===== config.mk =====
export PLATFORM = sky130hd
export DESIGN_NAME = pal_sync_gen
export DESIGN_NICKNAME = d
export VERILOG_FILES = /design/src/rtl/pal_sync_pkg.sv /design/src/rtl/pal_line_counter.sv /design/src/rtl/pal_line_code.sv /design/src/rtl/pal_pulse_shaper.sv /design/src/rtl/pal_active_window.sv /design/src/rtl/pal_sync_gen.sv
export SDC_FILE = /design/constraint.sdc
export NUM_CORES = 1
export LEC_CHECK = 0
export BUFFER_PORTS_ARGS = -buffer_cell sky130_fd_sc_hd__buf_2
export CAP_MARGIN = 10
export CORE_AREA = 4 4 66 68
export DETAILED_ROUTE_END_ITERATION = 8
export DIE_AREA = 0 0 70 72
export PLACE_DENSITY = 0.74
export SYNTH_ARGS = -nofsm -noshare
export SYNTH_HDL_FRONTEND = slang
export SYNTH_SLANG_ARGS = --single-unit

===== constraint.sdc =====
create_clock -name clk -period 4.4 [get_ports clk]
set_input_delay 0.22 -clock clk [delete_from_list [all_inputs] [get_ports clk]]
set_output_delay 0.22 -clock clk [all_outputs]
set_load 0.005 [all_outputs]

===== src/rtl/pal_sync_pkg.sv =====
package pal_sync_pkg;

  // Line counter width covers the 625-line interlaced frame.
  localparam int unsigned LINE_W       = 10;
  localparam int unsigned LINES_INTL   = 625;
  localparam int unsigned LINES_PROG   = 312;

  typedef logic [LINE_W-1:0] line_idx_t;

  // Per-line pulse code, MSB first: normal, short h1, short h2, broad h1, broad h2.
  typedef struct packed {
    logic normal;
    logic short1;
    logic short2;
    logic broad1;
    logic broad2;
  } pulse_code_t;

  localparam pulse_code_t CODE_NORMAL      = 5'b10000;
  localparam pulse_code_t CODE_BROAD_BROAD = 5'b00011;
  localparam pulse_code_t CODE_BROAD_SHORT = 5'b00110;
  localparam pulse_code_t CODE_SHORT_SHORT = 5'b01100;
  localparam pulse_code_t CODE_SHORT_BROAD = 5'b01001;

endpackage


===== src/rtl/pal_line_counter.sv =====
module pal_line_counter
  import pal_sync_pkg::*;
#(
  parameter int unsigned H_TOTAL = 1024,
  localparam int unsigned HW = $clog2(H_TOTAL)
) (
  input  logic          clk,
  input  logic          rst,
  input  logic          prog_mode,
  output logic [HW-1:0] h_q,
  output line_idx_t     v_q,
  output logic [HW-1:0] h_nxt,
  output line_idx_t     v_nxt,
  output logic          mode_nxt,
  output logic          line_end
);

  localparam logic [HW-1:0] H_LAST    = HW'(H_TOTAL - 1);
  localparam line_idx_t     LAST_INTL = line_idx_t'(LINES_INTL - 1);
  localparam line_idx_t     LAST_PROG = line_idx_t'(LINES_PROG - 1);

  logic      mode_q;
  line_idx_t v_last;
  logic      frame_end;

  assign line_end  = (h_q == H_LAST);
  assign v_last    = mode_q ? LAST_PROG : LAST_INTL;
  assign frame_end = line_end && (v_q == v_last);

  always_comb begin
    h_nxt    = h_q + 1'b1;
    v_nxt    = v_q;
    mode_nxt = mode_q;
    if (line_end) begin
      h_nxt = '0;
      v_nxt = frame_end ? '0 : v_q + 1'b1;
    end
    // Mode is only sampled when a new frame begins.
    if (frame_end) begin
      mode_nxt = prog_mode;
    end
    if (rst) begin
      h_nxt    = '0;
      v_nxt    = '0;
      mode_nxt = prog_mode;
    end
  end

  always_ff @(posedge clk) begin
    h_q    <= h_nxt;
    v_q    <= v_nxt;
    mode_q <= mode_nxt;
  end

endmodule


===== src/rtl/pal_line_code.sv =====
module pal_line_code
  import pal_sync_pkg::*;
(
  input  logic        clk,
  input  logic        rst,
  input  logic        line_end,
  input  line_idx_t   v_nxt,
  input  logic        mode_nxt,
  output pulse_code_t code_nxt
);

  pulse_code_t lut;
  pulse_code_t code_q;

  // Index is line number minus one.
  always_comb begin
    unique case (v_nxt)
      line_idx_t'(0),   line_idx_t'(1):   lut = CODE_BROAD_BROAD;
      line_idx_t'(2):                     lut = CODE_BROAD_SHORT;
      line_idx_t'(3),   line_idx_t'(4),
      line_idx_t'(310), line_idx_t'(311): lut = CODE_SHORT_SHORT;
      line_idx_t'(312): lut = mode_nxt ? CODE_SHORT_SHORT : CODE_SHORT_BROAD;
      line_idx_t'(313), line_idx_t'(314): lut = mode_nxt ? CODE_NORMAL : CODE_BROAD_BROAD;
      default:                            lut = CODE_NORMAL;
    endcase
  end

  // Code for the next line is latched at the end of the current one.
  assign code_nxt = (rst || line_end) ? lut : code_q;

  always_ff @(posedge clk) begin
    code_q <= code_nxt;
  end

endmodule


===== src/rtl/pal_pulse_shaper.sv =====
module pal_pulse_shaper
  import pal_sync_pkg::*;
#(
  parameter int unsigned H_TOTAL = 1024,
  parameter int unsigned H_SYNC  = 75,
  parameter int unsigned SHORT_W = 38,
  localparam int unsigned HW      = $clog2(H_TOTAL),
  localparam int unsigned HALF    = H_TOTAL / 2,
  localparam int unsigned BROAD_W = HALF - H_SYNC
) (
  input  logic [HW-1:0] h,
  input  pulse_code_t   code,
  output logic          hsync_low,
  output logic          vsync_low,
  output logic          csync_low
);

  localparam logic [HW-1:0] SYNC_END = HW'(H_SYNC);

  logic [1:0] short_bits;
  logic [1:0] broad_bits;
  logic [1:0] half_low;

  assign short_bits = {code.short2, code.short1};
  assign broad_bits = {code.broad2, code.broad1};

  for (genvar g = 0; g < 2; g++) begin : g_half
    localparam logic [HW-1:0] START     = HW'(g * HALF);
    localparam logic [HW-1:0] SHORT_END = HW'(g * HALF + SHORT_W);
    localparam logic [HW-1:0] BROAD_END = HW'(g * HALF + BROAD_W);
    logic in_short;
    logic in_broad;
    assign in_short    = (h >= START) && (h < SHORT_END);
    assign in_broad    = (h >= START) && (h < BROAD_END);
    assign half_low[g] = (short_bits[g] && in_short) || (broad_bits[g] && in_broad);
  end

  assign hsync_low = (h < SYNC_END);
  assign vsync_low = code.broad1 || code.broad2;
  assign csync_low = (code.normal && hsync_low) || (|half_low);

endmodule


===== src/rtl/pal_active_window.sv =====
module pal_active_window
  import pal_sync_pkg::*;
#(
  parameter int unsigned H_TOTAL     = 1024,
  parameter int unsigned H_SYNC      = 75,
  parameter int unsigned H_BACK      = 91,
  parameter int unsigned H_FRONT     = 26,
  parameter int unsigned P_FIRST     = 22,
  parameter int unsigned P_LAST      = 308,
  parameter int unsigned I_FIRST     = 22,
  parameter int unsigned I_LAST      = 309,
  parameter int unsigned I_F2_OFFSET = 313,
  localparam int unsigned HW = $clog2(H_TOTAL)
) (
  input  logic [HW-1:0] h,
  input  line_idx_t     v,
  input  logic          prog,
  input  pulse_code_t   code,
  output logic          active
);

  localparam logic [HW-1:0] H_ACT_S = HW'(H_SYNC + H_BACK);
  localparam logic [HW-1:0] H_ACT_E = HW'(H_TOTAL - H_FRONT);
  localparam line_idx_t     PF      = line_idx_t'(P_FIRST);
  localparam line_idx_t     PL      = line_idx_t'(P_LAST);
  localparam line_idx_t     IF1     = line_idx_t'(I_FIRST);
  localparam line_idx_t     IL1     = line_idx_t'(I_LAST);
  localparam line_idx_t     IF2     = line_idx_t'(I_FIRST + I_F2_OFFSET);
  localparam line_idx_t     IL2     = line_idx_t'(I_LAST + I_F2_OFFSET);

  logic h_ok;
  logic v_ok;

  assign h_ok = (h >= H_ACT_S) && (h < H_ACT_E);

  always_comb begin
    if (prog) v_ok = (v >= PF) && (v <= PL);
    else      v_ok = ((v >= IF1) && (v <= IL1)) || ((v >= IF2) && (v <= IL2));
  end

  assign active = h_ok && v_ok && (code == CODE_NORMAL);

endmodule


===== src/rtl/pal_sync_gen.sv =====
module pal_sync_gen
  import pal_sync_pkg::*;
#(
  parameter int unsigned H_TOTAL = 1024,
  parameter int unsigned H_SYNC  = 75,
  parameter int unsigned H_BACK  = 91,
  parameter int unsigned H_FRONT = 26,
  parameter int unsigned SHORT_W = 38,
  localparam int unsigned HW = $clog2(H_TOTAL)
) (
  input  logic              clk,
  input  logic              rst,
  input  logic              prog_mode,
  output logic              hsync_n,
  output logic              vsync_n,
  output logic              csync_n,
  output logic              de,
  output logic [HW-1:0]     h_pos,
  output logic [LINE_W-1:0] v_pos
);

  logic [HW-1:0] h_q;
  logic [HW-1:0] h_nxt;
  line_idx_t     v_q;
  line_idx_t     v_nxt;
  logic          mode_nxt;
  logic          line_end;
  pulse_code_t   code_nxt;
  logic          hs_low;
  logic          vs_low;
  logic          cs_low;
  logic          act;

  pal_line_counter #(.H_TOTAL(H_TOTAL)) u_cnt (
    .clk      (clk),
    .rst      (rst),
    .prog_mode(prog_mode),
    .h_q      (h_q),
    .v_q      (v_q),
    .h_nxt    (h_nxt),
    .v_nxt    (v_nxt),
    .mode_nxt (mode_nxt),
    .line_end (line_end)
  );

  pal_line_code u_code (
    .clk     (clk),
    .rst     (rst),
    .line_end(line_end),
    .v_nxt   (v_nxt),
    .mode_nxt(mode_nxt),
    .code_nxt(code_nxt)
  );

  pal_pulse_shaper #(
    .H_TOTAL(H_TOTAL),
    .H_SYNC (H_SYNC),
    .SHORT_W(SHORT_W)
  ) u_shape (
    .h        (h_nxt),
    .code     (code_nxt),
    .hsync_low(hs_low),
    .vsync_low(vs_low),
    .csync_low(cs_low)
  );

  pal_active_window #(
    .H_TOTAL(H_TOTAL),
    .H_SYNC (H_SYNC),
    .H_BACK (H_BACK),
    .H_FRONT(H_FRONT)
  ) u_act (
    .h     (h_nxt),
    .v     (v_nxt),
    .prog  (mode_nxt),
    .code  (code_nxt),
    .active(act)
  );

  // Outputs registered from next-state values so they line up with the counters.
  always_ff @(posedge clk) begin
    hsync_n <= ~hs_low;
    vsync_n <= ~vs_low;
    csync_n <= ~cs_low;
    de      <= act;
  end

  assign h_pos = h_q;
  assign v_pos = v_q;

endmodule


Word-level counts from Yosys, hierarchy flattened
Cells that the tools add are included.
- $lt $le $gt $ge: 14
- bitwise logic cells: 3
- reductions and logical operators: 27
- muxes and demuxes: 13
- add/sub/neg operators: 2
- equality and inequality tests: 12
- operator list (kind ; count):
    two-way mux 10 bit ; 6
    == test 10 x 9 -> 1 bit (second input constant) ; 5
    < comparator 10 bit (second input constant) ; 3
    case mux 5 bit (5 select lines) ; 1
    adder 10 x 1 -> 10 bit (second input constant) ; 2
    == test 10 x 2 -> 1 bit (second input constant) ; 2
    <= comparator 10 x 9 -> 1 bit (second input constant) ; 2
    logical AND 1 bit ; 16
    == test 10 x 1 -> 1 bit (second input constant) ; 1
    == test 10 bit ; 1
    == test 10 bit (second input constant) ; 1
    == test 10 x 3 -> 1 bit (second input constant) ; 1
    greater-or-equal comparator 10 x 1 -> 1 bit (second input constant) ; 1
    greater-or-equal comparator 10 bit (second input constant) ; 1
    greater-or-equal comparator 10 x 5 -> 1 bit (second input constant) ; 1
    greater-or-equal comparator 10 x 8 -> 1 bit (second input constant) ; 1
    greater-or-equal comparator 10 x 9 -> 1 bit (second input constant) ; 1
    <= comparator 10 bit (second input constant) ; 1
    zero test 10 bit ; 1
    < comparator 10 x 6 -> 1 bit (second input constant) ; 1
    < comparator 10 x 7 -> 1 bit (second input constant) ; 1
    < comparator 10 x 9 -> 1 bit (second input constant) ; 1
    two-way mux 5 bit ; 2
    logical OR 1 bit ; 6
    other kinds (6) ; 12
- bits of input ports: 3
- output and inout bits: 24
- register bits: 30
- word-level logic and storage cells: 83

Logic depth before layout (Yosys ltp)
- depth after elaboration: 15
- depth in mapped cells: 13
- gate-level depth less buffers: 13

By module
A second synthesis with hierarchy kept.
- cells, all modules: 225
- area, all modules: 1816.7 µm²
- modules (own cells, without submodules) (module ; cells each ; area each (µm²) ; instances ; sequential area each (µm²)):
    pal_line_counter ; 119 ; 1023.5 ; 1 ; 420.4
    pal_line_code ; 48 ; 362.8 ; 1 ; 100.1
    pal_active_window ; 30 ; 207.7 ; 1 ; 0.0
    pal_pulse_shaper ; 21 ; 131.4 ; 1 ; 0.0
    pal_sync_gen ; 7 ; 91.3 ; 1 ; 80.1

Worst setup path before layout
Ideal clock, no wire load.
- path type: register to register
- start: register u_cnt.h_q[0]
- end: register de
- data arrival time: 2.877 ns
- setup time: 0.087 ns
- buffers on the path: 2
- stages on the path, launching flop included: 13
- path slack: 1.436 ns
- required time: 4.313 ns
- clock period less this slack: 2.964 ns
- cells stage by stage: dfxtp_1 > ha_1 > nand4_4 > or3_1 > buf_6 > a211oi_4 > or2_1 > buf_4 > mux2i_2 > nor3_1 > o21ba_2 > o22a_1 > nor4b_4
- RTL lines (item ; RTL line ; RTL):
    start: declaration ; pal_line_counter.sv:10 ; output logic [HW-1:0] h_q,
    start signal: assignment ; pal_line_counter.sv:50 ; h_q <= h_nxt;
    end signal: assignment ; pal_sync_gen.sv:85 ; de <= act;
    end: declaration ; pal_sync_gen.sv:17 ; output logic de,

Worst setup path after layout
- start: register u_cnt.h_q[0]
- end: register de
- elaborated cells on any way between the ends: 44
- those cells by class: 1 x add/sub; 7 x order compare; 11 x eq/ne; 12 x mux; 13 x reduce/logical
- RTL lines (item ; RTL line ; RTL):
    == test 10 bit * ; pal_line_counter.sv:26 ; assign line_end = (h_q == H_LAST);
    logical AND 1 bit * ; pal_line_counter.sv:28 ; assign frame_end = line_end && (v_q == v_last);
    two-way mux 1 bit * ; pal_line_counter.sv:39 ; if (frame_end) begin
    two-way mux 1 bit * ; pal_line_counter.sv:42 ; if (rst) begin
    net mode_nxt ; pal_sync_gen.sv:26 ; logic mode_nxt;
    two-way mux 5 bit / two-way mux 3 bit (equally long branches) ; pal_line_code.sv:23, pal_line_code.sv:22 ;
    case mux 5 bit (5 select lines) ; pal_line_code.sv:17 ; unique case (v_nxt)
    two-way mux 5 bit ; pal_line_code.sv:29 ; assign code_nxt = (rst || line_end) ? lut : code_q;
    == test 5 bit ; pal_active_window.sv:41 ; assign active = h_ok && v_ok && (code == CODE_NORMAL);
    logical AND 1 bit * ; pal_active_window.sv:41 ;
    net act ; pal_sync_gen.sv:32 ; logic act;
Mark *: on every way through the listed nets, which the timed path passes. The rest lies on a longest branch.

==> impl_metrics.tcl <==
set metrics [dict create \
    synth_nets 234 \
    die_height_um 72 \
    synthTopCellsByCount "dfxtp_1, nor2_1, nand2_1" \
    timing.final.crit_period_ns 3.534 \
    power_frac_clock_pct 42.1 \
    power.density_nw_per_um2 248.8 \
    core_area_sq_um 3856 \
    ys_seq_area_share_pct 29.98 \
    final_max_slew_viol_count 0 \
    drive_above_1_share_pct 22.13 \
    cts-resized-gates 0 \
    grt.total_usage_pct 20.27 \
    fin_nets 257 \
    area_growth_pct 11.31 \
    ff_latch_area_sq_um 600.6 \
    vias_per_cell 6.007 \
    io_buffers 26 \
    finalCritPeriodShare_pct 80.32 \
    die_x_um 70 \
    yosysTopAreaCellShare_pct 29.98 \
    fmax_ghz 0.2830 \
    ys_top_cells_by_area "dfxtp_1, xnor2_1, xor2_1" \
    drt_iter0_markers 128 \
    antennaDiodeCount 0 \
    critPathMaxFanout 13 \
    drt-wirelength-per-cell_um 16.38 \
    crit_path_start_kind "flop" \
    synth.distinct_cells 62 \
    rsz0062_at_grt "no" \
    synth_edf_count 0 \
    die-area_sq_um 5040 \
    cap_violations 0 \
    cts_sinks 30 \
    ios 27 \
    dr_wl_met2_um 2417 \
    p_comb_share_pct 6.5 \
    dp_hpwl_um 3727 \
    post-cts-setup-buffers 0 \
    cp_data_required_time_ns 4.61 \
    swShare_pct 24.44 \
    rows 23 \
    cts_tree "yes" \
    multi_input_area_sq_um 1308 \
    hold_viol_final 0 \
    synth_area_sq_um 2003 \
    ys.flop_type "dfxtp_1" \
    power.internal_mw 0.4192 \
    ctsHoldBuffers 0 \
    async_flop_share_pct 0 \
    yosysMostFrequentCell "dfxtp_1" \
    tns_ns 0 \
    max-vdd-ir-drop_mv 0.1429 \
    grt-ovfl-total 0 \
    initial_utilization_pct 51.95 \
    fin_area_sq_um 2230 \
    met1Wirelength_um 2167 \
    fin_util_pct 57.82 \
    insertion_delay_ns 0.29 \
    avgSynthCellArea_sq_um 8.747 \
    ys_ff_latch 30 \
    p_leak_nw 0.8981 \
    p_seq_share_pct 51.4 \
    ys_warn_count 0 \
    postRouteAntennaNets 0 \
    hold_class "in -> reg" \
    cts_root_buf "clkbuf_8" \
    antenna_found_initial 0 \
    vias 1820 \
    grt_pass1_wl_um 8038 \
    grt_pass1_vias 1610 \
    yosysTopAreaCell "dfxtp_1" \
    path_class "reg -> reg" \
    synthCells 229 \
    route.met3.wl_um 272 \
    grt_start_max_net_pins 14 \
    clk_path_buf_depth 2 \
    post_dp_cell_area_sq_um 2138 \
    status "complete, no violations" \
    slew_headroom_pct 45.86 \
    tightest_slew_ns 0.8091 \
    fillerInstances 357 \
    place_congestion 0.9342 \
    skew_ns 0.008285 \
    path_clk_slew_ns 0.07 \
    first_pass_iters 4 \
    drc_errors 0 \
    h-tree-depth 2 \
    cts_buffers 5 \
    worst_ep_arrival_time_ns 3.74 \
    top_layer_used "met4" \
    endpoint_kind "flop" \
    setup-violations-final 0 \
    switching_power_mw 0.1356 \
    wirelength_um 4964 \
]
[cell type report]
cell class,instances,area share (%)
multi-input combinational,179,58.64
tap,50,2.806
clock inverter,1,0.2245
timing repair buffer,26,5.836
inverter,10,1.684
clock buffer,7,3.872
sequential,30,26.94
[layout by cell type, fill, tap and decap left out, types with 2 or more instances in the layout]
cell | Yosys | final
dfxtp_1 | 30 | 30
buf_2 | 4 | 26
nor2_1 | 23 | 23
nand2_1 | 17 | 17
xnor2_1 | 12 | 12
nand3_1 | 11 | 11
xor2_1 | 11 | 11
inv_1 | 10 | 10
nor3_1 | 9 | 9
nand4_1 | 6 | 6
nor4_2 | 6 | 6
clkbuf_8 | 0 | 6
a21oi_1 | 5 | 5
o21ai_0 | 5 | 5
or3_1 | 4 | 4
a211o_1 | 4 | 4
a31oi_1 | 4 | 4
nand2b_1 | 3 | 3
nor3_2 | 3 | 3
nor4_1 | 3 | 3
o22a_1 | 3 | 3
a211oi_1 | 3 | 3
nor4bb_1 | 2 | 2
nand4_2 | 2 | 2
mux2i_1 | 2 | 2
and2_1 | 2 | 2
nand3b_1 | 2 | 2
o32ai_1 | 2 | 2
a311oi_1 | 2 | 2
a21o_1 | 2 | 2
ha_1 | 2 | 2
[worst max-delay path, cell delays in order, from the launching register on]
cell and delay [ns]:
dfxtp_1 0.42, ha_1 0.30, nand4_4 0.22, or3_1 0.55
a211oi_4 0.30, or2_1 0.48, mux2i_2 0.40, inv_1 0.11
a221oi_1 0.22, a22oi_1 0.18, nor4b_4 0.26
[state kept, by name (all words and copies together) (netlist names)]
register,flops
u_code.code_q,5
u_cnt.h_q,10
de,1
u_cnt.mode_q,1
hsync_n,1
vsync_n,1
csync_n,1
u_cnt.v_q,10
[worst paths after layout]
path	from	end	slack, ns	cells after the start
worst min-delay path	prog_mode	u_cnt.mode_q	0.28	3
worst max register to register	u_cnt.h_q[0]	de	0.87	10
worst min register to register	u_cnt.h_q[0]	u_cnt.h_q[0]	0.50	1
worst max-delay path	u_cnt.h_q[0]	de	0.87	10
[power groups by stage]
stage               registers, mW  clock network (mW)  logic (mW)
floorplan                   0.290                   0      0.0268
global placement            0.291                   0      0.0352
detailed placement          0.291                   0      0.0357
CTS                         0.285               0.242      0.0358
global route                0.286               0.252      0.0396
finish                      0.285               0.233      0.0360
[metrics by stage]
| step | setup WS, ns | hold WS, ns | total power [mW] | std cells |
|---|---|---|---|---|
| 3_3_place_gp | 0.9839 | 0.4788 | 0.3258 | 295 |
| 6_report | 0.8659 | 0.2823 | 0.5548 | 303 |
| 4_1_cts | 0.8659 | 0.2720 | 0.5626 | 303 |
| 3_5_place_dp | 0.8863 | 0.4912 | 0.3269 | 295 |
| 2_1_floorplan | 1.436 | 0.3161 | 0.3168 | 229 |
| 5_1_grt | 0.5260 | 0.3123 | 0.5778 | 303 |
[logic make-up after synthesis]
group | Yosys count | synth area share (%)
compound gates | 45 | 18.43
buf+inv | 20 | 4.747
mux | 3 | 1.686
flops | 30 | 29.98
fa+ha+maj | 2 | 1.249
simple gates | 106 | 33.85
xor+xnor | 23 | 10.06
[layer usage]
layer  track usage, %  up-vias
met3            3.047       11
met1            25.70      853
met5                0        -
li1                 -      900
met2            33.89       56
met4            9.787        0
Note: power is estimated with default switching activity, not from simulation.
